File: src/rtl/ctrl_port_pkg.sv
package ctrl_port_pkg;
  localparam int BYTE_W  = 8;
  localparam int ADDR_W  = 4;
  localparam int CNT_W   = $clog2(BYTE_W);
  localparam logic [4:0] PWR_TAG = 5'b01111;

  typedef enum logic {PH_CMD, PH_DATA} phase_t;

  typedef struct packed {
    logic              rd;
    logic [ADDR_W-1:0] addr;
  } cmd_t;
endpackage

File: src/rtl/ctrl_port_sync.sv
module ctrl_port_sync #(
  parameter int         W       = 3,
  parameter int         STAGES  = 2,
  parameter logic [W-1:0] RST_VAL = '0
) (
  input  logic         clk,
  input  logic         rst,
  input  logic [W-1:0] d,
  output logic [W-1:0] q
);
  logic [W-1:0] pipe [STAGES];

  always_ff @(posedge clk) begin
    if (rst) begin
      for (int s = 0; s < STAGES; s++) pipe[s] <= RST_VAL;
    end else begin
      pipe[0] <= d;
      for (int s = 1; s < STAGES; s++) pipe[s] <= pipe[s-1];
    end
  end

  assign q = pipe[STAGES-1];
endmodule

File: src/rtl/ctrl_port_rx.sv
module ctrl_port_rx
  import ctrl_port_pkg::*;
(
  input  logic              clk,
  input  logic              rst,
  input  logic              sclk_s,
  input  logic              sdi_s,
  input  logic              csn_s,
  output logic              byte_vld,
  output logic [BYTE_W-1:0] byte_data,
  output logic              abort,
  output logic              fall_act,
  output logic              cs_low
);
  localparam logic [CNT_W-1:0] LAST = CNT_W'(BYTE_W - 1);

  logic              sclk_q;
  logic              csn_q;
  logic [CNT_W-1:0]  bit_cnt;
  logic [CNT_W-1:0]  nxt_cnt;
  logic [BYTE_W-1:0] shreg;
  logic              rise;
  logic              cs_rise;

  // edges only count while the select was already low in the previous sample
  assign rise     = sclk_s & ~sclk_q & ~csn_q;
  assign fall_act = ~sclk_s & sclk_q & ~csn_q & (bit_cnt != '0);
  assign cs_rise  = csn_s & ~csn_q;
  assign cs_low   = ~csn_q;

  always_comb begin
    nxt_cnt = bit_cnt;
    if (rise) nxt_cnt = (bit_cnt == LAST) ? '0 : bit_cnt + 1'b1;
  end

  assign byte_vld  = rise && (bit_cnt == LAST);
  assign byte_data = {shreg[BYTE_W-2:0], sdi_s};
  assign abort     = cs_rise && (nxt_cnt != '0);

  always_ff @(posedge clk) begin
    if (rst) begin
      sclk_q  <= 1'b0;
      csn_q   <= 1'b1;
      bit_cnt <= '0;
      shreg   <= '0;
    end else begin
      sclk_q <= sclk_s;
      csn_q  <= csn_s;
      if (csn_s) bit_cnt <= '0;
      else       bit_cnt <= nxt_cnt;
      if (rise) shreg <= byte_data;
    end
  end
endmodule

File: src/rtl/ctrl_port_ctl.sv
module ctrl_port_ctl
  import ctrl_port_pkg::*;
(
  input  logic              clk,
  input  logic              rst,
  input  logic              byte_vld,
  input  logic [BYTE_W-1:0] byte_data,
  input  logic              abort,
  input  logic              fall_act,
  input  logic              cs_low,
  input  logic [BYTE_W-1:0] rd_data,
  output logic [ADDR_W-1:0] rd_addr,
  output logic              wr_en,
  output logic [ADDR_W-1:0] wr_addr,
  output logic [BYTE_W-1:0] wr_data,
  output logic              pwr_down,
  output logic              sdo,
  output logic              sdo_en
);
  phase_t            phase;
  cmd_t              cmd;
  logic [BYTE_W-1:0] out_sr;
  logic              is_pwr;
  logic              talk;

  assign is_pwr  = (byte_data[7:3] == PWR_TAG);
  assign rd_addr = byte_data[ADDR_W+2:3];
  assign wr_en   = byte_vld && (phase == PH_DATA) && !cmd.rd;
  assign wr_addr = cmd.addr;
  assign wr_data = byte_data;
  assign talk    = cs_low && (phase == PH_DATA) && cmd.rd;

  always_ff @(posedge clk) begin
    if (rst) begin
      phase    <= PH_CMD;
      cmd      <= '0;
      out_sr   <= '0;
      pwr_down <= 1'b1;
      sdo      <= 1'b0;
      sdo_en   <= 1'b0;
    end else begin
      if (abort) begin
        phase <= PH_CMD;
      end else if (byte_vld) begin
        if (phase == PH_CMD) begin
          if (is_pwr) begin
            pwr_down <= byte_data[0];
          end else begin
            phase    <= PH_DATA;
            cmd.rd   <= byte_data[7];
            cmd.addr <= rd_addr;
            out_sr   <= rd_data;
          end
        end else begin
          phase <= PH_CMD;
        end
      end else if (fall_act && phase == PH_DATA) begin
        out_sr <= {out_sr[BYTE_W-2:0], 1'b0};
      end
      sdo_en <= talk;
      sdo    <= talk & out_sr[BYTE_W-1];
    end
  end
endmodule

File: src/rtl/ctrl_port_bank.sv
module ctrl_port_bank
  import ctrl_port_pkg::*;
#(
  parameter int NREG = 10
) (
  input  logic                   clk,
  input  logic                   rst,
  input  logic                   wr_en,
  input  logic [ADDR_W-1:0]      wr_addr,
  input  logic [BYTE_W-1:0]      wr_data,
  input  logic [ADDR_W-1:0]      rd_addr,
  output logic [BYTE_W-1:0]      rd_data,
  output logic [NREG*BYTE_W-1:0] regs_flat
);
  logic [BYTE_W-1:0] regs [NREG];

  for (genvar i = 0; i < NREG; i++) begin : g_reg
    always_ff @(posedge clk) begin
      if (rst)                                      regs[i] <= '0;
      else if (wr_en && wr_addr == ADDR_W'(i))      regs[i] <= wr_data;
    end
    assign regs_flat[i*BYTE_W +: BYTE_W] = regs[i];
  end

  always_comb begin
    rd_data = '0;
    for (int i = 0; i < NREG; i++)
      if (rd_addr == ADDR_W'(i)) rd_data = regs[i];
  end
endmodule

File: src/rtl/ctrl_port.sv
module ctrl_port
  import ctrl_port_pkg::*;
#(
  parameter int NREG        = 10,
  parameter int SYNC_STAGES = 2
) (
  input  logic                   clk,
  input  logic                   rst,
  input  logic                   sclk,
  input  logic                   sdi,
  input  logic                   cs_n,
  output logic                   sdo,
  output logic                   sdo_en,
  output logic                   pwr_down,
  output logic [NREG*BYTE_W-1:0] regs_flat
);
  logic              sclk_s, sdi_s, csn_s;
  logic              byte_vld, abort, fall_act, cs_low;
  logic [BYTE_W-1:0] byte_data, rd_data, wr_data;
  logic [ADDR_W-1:0] rd_addr, wr_addr;
  logic              wr_en;

  ctrl_port_sync #(.W(3), .STAGES(SYNC_STAGES), .RST_VAL(3'b100)) sync_i (
    .clk(clk), .rst(rst), .d({cs_n, sclk, sdi}), .q({csn_s, sclk_s, sdi_s})
  );

  ctrl_port_rx rx_i (
    .clk(clk), .rst(rst), .sclk_s(sclk_s), .sdi_s(sdi_s), .csn_s(csn_s),
    .byte_vld(byte_vld), .byte_data(byte_data), .abort(abort),
    .fall_act(fall_act), .cs_low(cs_low)
  );

  ctrl_port_ctl ctl_i (
    .clk(clk), .rst(rst), .byte_vld(byte_vld), .byte_data(byte_data),
    .abort(abort), .fall_act(fall_act), .cs_low(cs_low), .rd_data(rd_data),
    .rd_addr(rd_addr), .wr_en(wr_en), .wr_addr(wr_addr), .wr_data(wr_data),
    .pwr_down(pwr_down), .sdo(sdo), .sdo_en(sdo_en)
  );

  ctrl_port_bank #(.NREG(NREG)) bank_i (
    .clk(clk), .rst(rst), .wr_en(wr_en), .wr_addr(wr_addr), .wr_data(wr_data),
    .rd_addr(rd_addr), .rd_data(rd_data), .regs_flat(regs_flat)
  );
endmodule

File: config.mk
export PLATFORM = sky130hd
export DESIGN_NAME = ctrl_port
export DESIGN_NICKNAME = d
export VERILOG_FILES = /design/src/rtl/ctrl_port_pkg.sv /design/src/rtl/ctrl_port_sync.sv /design/src/rtl/ctrl_port_rx.sv /design/src/rtl/ctrl_port_ctl.sv /design/src/rtl/ctrl_port_bank.sv /design/src/rtl/ctrl_port.sv
export SDC_FILE = /design/constraint.sdc
export NUM_CORES = 1
export LEC_CHECK = 0
export BUFFER_PORTS_ARGS = -buffer_cell sky130_fd_sc_hd__buf_2
export CAP_MARGIN = 0
export CORE_MARGIN = 2
export CORE_UTILIZATION = 25
export CTS_BUF_LIST = sky130_fd_sc_hd__clkbuf_8
export DETAILED_ROUTE_END_ITERATION = 12
export GPL_ROUTABILITY_DRIVEN = 0
export PLACE_DENSITY = 0.4
export SETUP_SLACK_MARGIN = 0.1
export SKIP_CTS_REPAIR_TIMING = 1
export SLEW_MARGIN = 30
export SYNTH_ARGS = -nofsm -noshare
export SYNTH_HDL_FRONTEND = slang
export SYNTH_SLANG_ARGS = --single-unit
File: constraint.sdc
create_clock -name clk -period 3.19 [get_ports clk]
set_input_delay 0.4785 -clock clk [delete_from_list [all_inputs] [get_ports clk]]
set_output_delay 0.4785 -clock clk [all_outputs]
set_load 0.01 [all_outputs]
# [Word-level counts from Yosys, hierarchy flattened]
# Memory sizes are Yosys's and may differ from the RTL's.
# Index checks and enable logic that the tools add are counted.
# W data, S select, Z words.
[totals] regBits=29 ram_bits=86 inputBits=5 output_inout_bits=83 word_cells=152 memories=2
[mem_list] name="bank_i.regs" words=10 width=8 rd=10 rd_clocked_by_memory_dff=0 wr=10 line_no="ctrl_port_bank.sv:15" text="logic [BYTE_W-1:0] regs [NREG];"
[mem_list] name="sync_i.pipe" words=2 width=3 rd=2 rd_clocked_by_memory_dff=0 wr=2 line_no="ctrl_port_sync.sv:11" text="logic [W-1:0] pipe [STAGES];"
[classes] add_sub_neg=1 n_eq_ne=22 mux=63 bitwise=25 n_reduce_logical=28
[op_table] operator="$mux W8" n=24
[op_table] operator="$mux W1" n=35
[op_table] operator="$eq A4 B3 Y1 const B" n=8
[op_table] operator="$logic_and A1 B1 Y1" n=17
[op_table] operator="$eq A4 B2 Y1 const B" n=4
[op_table] operator="$eq A4 B4 Y1 const B" n=4
[op_table] operator="$mux W3" n=4
[op_table] operator="$or A1 B1 Y1" n=12
[op_table] operator="$reduce_and A4 Y1" n=3
[op_table] operator="$eq A4 B1 Y1 const B" n=2
[op_table] operator="$logic_not A4 Y1" n=2
[op_table] operator="$and A1 B1 Y1" n=7
[op_table] operator="$not A1 Y1" n=6
[op_table] operator="$reduce_bool A3 Y1" n=2
[op_table] operator="$eq A5 B4 Y1 const B" n=1
[op_table] operator="$ne A2 B2 Y1 const B" n=2
[op_table] operator="$reduce_or A2 Y1" n=2
[op_table] operator="$add A3 B1 Y3 const B" n=1
[op_table] operator="$eq A3 B3 Y1 const B" n=1
[op_table] operator="$reduce_bool A2 Y1" n=1
[op_table] operator="$logic_not A1 Y1" n=1

# [Longest topological paths before layout]
[depth] depth_word=14 ltp_mapped=8 mapped_depth_nobuf=7

# [Cells and area by module]
# From an unflattened synthesis, not the netlist that was laid out.
[unflattened] cells_unflattened=484 area_unflattened_um2=5579.1
[modules_own_cells] mod="ctrl_port_bank" n_inst=1 cells_per_inst=303 area_per_inst_um2=3933.8 seq_area_each_um2=2402.3
[modules_own_cells] mod="ctrl_port_ctl" n_inst=1 cells_per_inst=103 area_per_inst_um2=934.6 seq_area_each_um2=340.3
[modules_own_cells] mod="ctrl_port_rx" n_inst=1 cells_per_inst=63 area_per_inst_um2=530.5 seq_area_each_um2=240.2
[modules_own_cells] mod="ctrl_port_sync" n_inst=1 cells_per_inst=15 area_per_inst_um2=180.2 seq_area_each_um2=120.1

# [Least setup slack after synthesis]
# Ideal clock, no wire load.
[synth_path] kind="flip-flop to flip-flop" from="reg rx_i.bit_cnt[0]" to="mem bank_i.regs[0][0], enable pin" setup_ns=0.387 arrival_time_ns=2.426 t_required_ns=2.803 slack_ns=0.378 path_stages_with_launch=8 path_buffers=1 synth_period_minus_slack_ns=2.812 cell_sequence="dfxtp_1 -> ha_1 -> ha_1 -> nand4bb_4 -> nor3b_2 -> or3b_1 -> buf_4 -> o31ai_1"
[synth_lines] item="from (decl)" line_no="ctrl_port_rx.sv:19" text="logic [CNT_W-1:0] bit_cnt;"
[synth_lines] item="from (signal assigned)" line_no="ctrl_port_rx.sv:50" text="else bit_cnt <= nxt_cnt;"
[synth_lines] item="to (decl)" line_no="ctrl_port_bank.sv:15"

==> impl_results.html <==
<table>
<tr><th>Metric</th><th>Value</th></tr>
<tr><th colspan="2">STA</th></tr>
<tr><td>Share of the clock period used by the worst path after layout</td><td>85.50%</td></tr>
<tr><td>Slew at the pin closest to its max-slew limit</td><td>0.7457 ns</td></tr>
<tr><td>Relative max-transition margin</td><td>50.22%</td></tr>
<tr><td>Tmin final</td><td>2.728 ns</td></tr>
<tr><td>Layout Skew</td><td>0.007820 ns</td></tr>
<tr><td>RSZ-0062 raised after global routing</td><td>false</td></tr>
<tr><td>Final setup viols</td><td>0</td></tr>
<tr><td>Fmax</td><td>366.6 MHz</td></tr>
<tr><td>Final Hold Fails</td><td>0</td></tr>
<tr><td>Final Slew Violations</td><td>0</td></tr>
<tr><td>Setup Total Neg Slack</td><td>0 ns</td></tr>
<tr><th colspan="2">Yosys</th></tr>
<tr><td>Post-synthesis instance area</td><td>5320 sq um</td></tr>
<tr><td>Mapped Nets</td><td>461</td></tr>
<tr><td>Area share of the largest cell type after synthesis</td><td>45.16%</td></tr>
<tr><td>Largest cells by area after synthesis</td><td>edfxtp_1 (45%), dfxtp_1 (13%), and2_1 (7.3%)</td></tr>
<tr><td>Count of cell types in the netlist</td><td>55</td></tr>
<tr><td>Share of async-settable or async-resettable flops after synthesis</td><td>0%</td></tr>
<tr><td>Synthesized flop and latch total</td><td>115</td></tr>
<tr><td>Cells after Synth</td><td>453</td></tr>
<tr><td>Share of synthesized area occupied by flip-flops and latches</td><td>58.33%</td></tr>
<tr><td>Mean post-synth cell area</td><td>11.74 sq um</td></tr>
<tr><td>Synth Warn #</td><td>0</td></tr>
<tr><td>Top flip-flop cell by instance count after synthesis</td><td>edfxtp_1</td></tr>
<tr><td>Leading area contributor after synthesis</td><td>edfxtp_1</td></tr>
<tr><td>Number of synthesized flops with an enable pin</td><td>80</td></tr>
<tr><th colspan="2">Routing</th></tr>
<tr><td>TritonRoute pass-1 iters</td><td>5</td></tr>
<tr><td>Number of DRC violations after detailed-routing iteration 0</td><td>298</td></tr>
<tr><td>DR DRC count</td><td>0</td></tr>
<tr><td>Detailed-route vias per instance</td><td>4.737</td></tr>
<tr><td>Via count</td><td>3,979</td></tr>
<tr><td>WL final</td><td>17,500 microns</td></tr>
<tr><td>Number of nets still failing antenna checks after routing</td><td>0</td></tr>
<tr><td>Routed len/inst</td><td>20.83 microns</td></tr>
<tr><th colspan="2">Worst hold path</th></tr>
<tr><td>Tightest Hold Check Type</td><td>input port to flop</td></tr>
<tr><td>Hold depth</td><td>2</td></tr>
<tr><th colspan="2">Layout</th></tr>
<tr><td>Syn-to-layout area delta</td><td>23.45%</td></tr>
<tr><td>Final Net Count</td><td>560</td></tr>
<tr><td>Most used cells in the layout excluding fill and tap cells</td><td>buf_2 (87), edfxtp_1 (80), and2_1 (62)</td></tr>
<tr><td>Ant. Diodes</td><td>0</td></tr>
<tr><td>Cell area after layout</td><td>6568 sq um</td></tr>
<tr><td>Ratio of cells with drive above 1 in the final layout</td><td>30.97%</td></tr>
<tr><td>Most common cell after layout, fill and taps aside</td><td>buf_2</td></tr>
<tr><th colspan="2">Critical path</th></tr>
<tr><td>Largest fanout on the critical path</td><td>10</td></tr>
<tr><td>Cell-by-cell trace of the critical path</td><td>ha_1, ha_1, nand4bb_4, nor3b_2, or3b_1, buf_4, o31ai_1, buf_4</td></tr>
<tr><td>Master of the slowest instance on the critical path</td><td>or3b_1</td></tr>
<tr><td>FF-to-FF path depth</td><td>8</td></tr>
<tr><td>Largest delay share family, worst path</td><td>simple AND/OR/NAND/NOR gates</td></tr>
<tr><td>Largest stage delay on the critical path</td><td>0.45 ns</td></tr>
<tr><td>Worst Setup Start Kind</td><td>flop</td></tr>
<tr><td>Arrival time of data at the critical path endpoint</td><td>2.87 ns</td></tr>
<tr><td>Critical setup path kind</td><td>flop to flop</td></tr>
<tr><td>Nature of the critical path endpoint</td><td>flop</td></tr>
<tr><td>Required time at the worst-slack endpoint</td><td>3.34 ns</td></tr>
<tr><td>WP depth</td><td>8</td></tr>
<tr><td>Buffers &amp; Inverters on Critical Path</td><td>2</td></tr>
<tr><th colspan="2">CTS</th></tr>
<tr><td>Clock transition at the registers of the reported paths</td><td>0.07 ns</td></tr>
<tr><td>Clock tree from TritonCTS</td><td>built</td></tr>
<tr><td>Worst-Skew Late Latency</td><td>0.43 ns</td></tr>
<tr><td>Clock tree buffer depth</td><td>2</td></tr>
<tr><td>Maximum level of the CTS H-tree</td><td>4</td></tr>
<tr><td>Number of sinks on the clock net</td><td>115</td></tr>
<tr><td>Library cell used as clock root buffer</td><td>clkbuf_8</td></tr>
<tr><td>Clock buffers created by TritonCTS</td><td>17</td></tr>
<tr><th colspan="2">Global route</th></tr>
<tr><td>Maximum number of pins on one net before global-route repair</td><td>25</td></tr>
<tr><td>Initial antenna violation count</td><td>1</td></tr>
<tr><td>Wire length of the first global-routing pass</td><td>25,710 microns</td></tr>
<tr><td>GRT Total Usage</td><td>15.98%</td></tr>
<tr><td>Number of global-route vias before repair</td><td>4,012</td></tr>
<tr><td>Leftover overflow at the end of global routing</td><td>0</td></tr>
<tr><th colspan="2">Power and ir drop</th></tr>
<tr><td>Power per unit of standard cell area</td><td>486.3 nW/um^2</td></tr>
<tr><td>IR Drop Worst-Case VDD</td><td>0.2161 mV</td></tr>
<tr><td>Leakage power of the design</td><td>2.390 nW</td></tr>
<tr><th colspan="2">Die</th></tr>
<tr><td>Horizontal die dimension</td><td>149.9 microns</td></tr>
<tr><td>I/O pin cnt</td><td>88</td></tr>
<tr><td>Die Span Y</td><td>149.9 microns</td></tr>
<tr><td>Die area</td><td>22,460 sq um</td></tr>
<tr><td>Initial Utilization</td><td>25.39%</td></tr>
<tr><td>Core area</td><td>20,960 sq um</td></tr>
<tr><td>Row cnt</td><td>53</td></tr>
<tr><th colspan="2">Flow run</th></tr>
<tr><td>Total of max-cap violations</td><td>0</td></tr>
<tr><th colspan="2">Placed design</th></tr>
<tr><td>Placed standard-cell area</td><td>6156 sq um</td></tr>
<tr><td>Count of port buffers added during placement</td><td>87</td></tr>
<tr><td>Hpwl dp</td><td>12,620 microns</td></tr>
<tr><th colspan="2">Outcome</th></tr>
<tr><td>Outcome</td><td>complete, no violations</td></tr>
</table>
[Yosys cell counts, types with 2 or more instances]
cell type   n
or2_2       8
o32ai_1     5
nor4_1      5
nand3_1     3
o211ai_1    2
nand2_1    23
nand3b_1    5
clkbuf_1   20
nand2b_1    7
mux2_2      5
nor3b_2     2
nor3b_1     6
or3b_1      2
mux2i_1    10
a22oi_1     5
nor2b_1    13
a221oi_1    7
a211oi_1    8
clkinv_1    2
and2_1     62
edfxtp_1   80
mux4_2      7
nor3_1     23
nor2_1     26
buf_2       7
a21oi_1    22
o21ai_0    11
inv_1       5
nor3_2      2
o31ai_1     5
ha_1        3
buf_1       5
dfxtp_1    35
[where the power goes]
| part | leakage [nW] | switching (mW) | internal [mW] | total, mW |
|---|---|---|---|---|
| Combinational | 1.09 | 0.0817 | 0.0514 | 0.133 |
| Clock | 0.196 | 0.632 | 0.763 | 1.39 |
| Sequential | 1.11 | 0.0358 | 1.63 | 1.67 |
| Total | 2.39 | 0.750 | 2.44 | 3.19 |
[layer usage]
layer  GRT usage (%)  up-vias  wire [microns]
li1                -     1852               -
met1           22.49     2013            8337
met2           24.77      104            8254
met3           3.567       10             755
met4           4.292        0             153
met5               0        -               0
[cell type report]
cell class | instances | area (sq um)
timing repair buffer | 114 | 638.1
clock inverter | 15 | 166.4
clock buffer | 17 | 234.0
inverter | 7 | 26.28
fill | 2199 | 14390
tap | 275 | 344.1
sequential | 115 | 3104
multi-input combinational | 297 | 2054
[worst paths after layout]
path	startpoint	slack [ns]	to
setup / recovery	rx_i.bit_cnt[0]$_SDFF_PP0_	0.46	bank_i.regs[0][2]$_SDFFCE_PN0P_
setup reg to reg	rx_i.bit_cnt[0]$_SDFF_PP0_	0.46	bank_i.regs[0][2]$_SDFFCE_PN0P_
hold / removal	cs_n	0.24	sync_i.pipe[0][2]$_SDFF_PP1_
hold reg to reg	sync_i.pipe[0][2]$_SDFF_PP1_	0.44	sync_i.pipe[0][5]$_SDFF_PP1_
[registers in the layout, indices dropped and copies added, names as in the netlist]
register and count:
ctl_i.sdo_en 1, ctl_i.phase 1, rx_i.csn_q 1, ctl_i.sdo 1, sync_i.pipe 6, rx_i.sclk_q 1, rx_i.shreg 7, ctl_i.out_sr 8
rx_i.bit_cnt 3, bank_i.regs 80, ctl_i.pwr_down 1, ctl_i.cmd 1, ctl_i.wr_addr 4
[worst register-to-register path, stage by stage, from the launching register on]
cell and delay (ns):
dfxtp_1 0.42, ha_1 0.19, ha_1 0.24, nand4bb_4 0.13
nor3b_2 0.38, or3b_1 0.45, buf_4 0.20, o31ai_1 0.21
buf_4 0.21
[metrics by stage]
| step | setup slack, ns | hold WS [ns] | cells | util, % | total power [mW] |
|---|---|---|---|---|---|
| after floorplan | 0.3778 | 0.3895 | 453 | - | 1.746 |
| after global placement | 0.5636 | 0.4018 | 808 | 29.38 | 1.833 |
| after detailed placement | 0.4873 | 0.3958 | 808 | 29.38 | 1.834 |
| after CTS | 0.4799 | 0.2099 | 840 | 31.29 | 3.236 |
| after global routing | 0.3089 | 0.2040 | 840 | 31.34 | 3.322 |
| final | 0.4625 | 0.2372 | 840 | 31.34 | 3.194 |
[kinds of logic after synthesis]
kind of cell	after synthesis	synth area share, %
adder cells (fa/ha/maj)	3	0.7056
AND/OR/NAND/NOR	197	22.13
AO/OA/AOI/OAI	75	9.667
multiplexers	22	5.903
flip-flops	115	58.33
buffers and inverters	41	3.269
No activity file was read; power rests on OpenSTA's default activity.
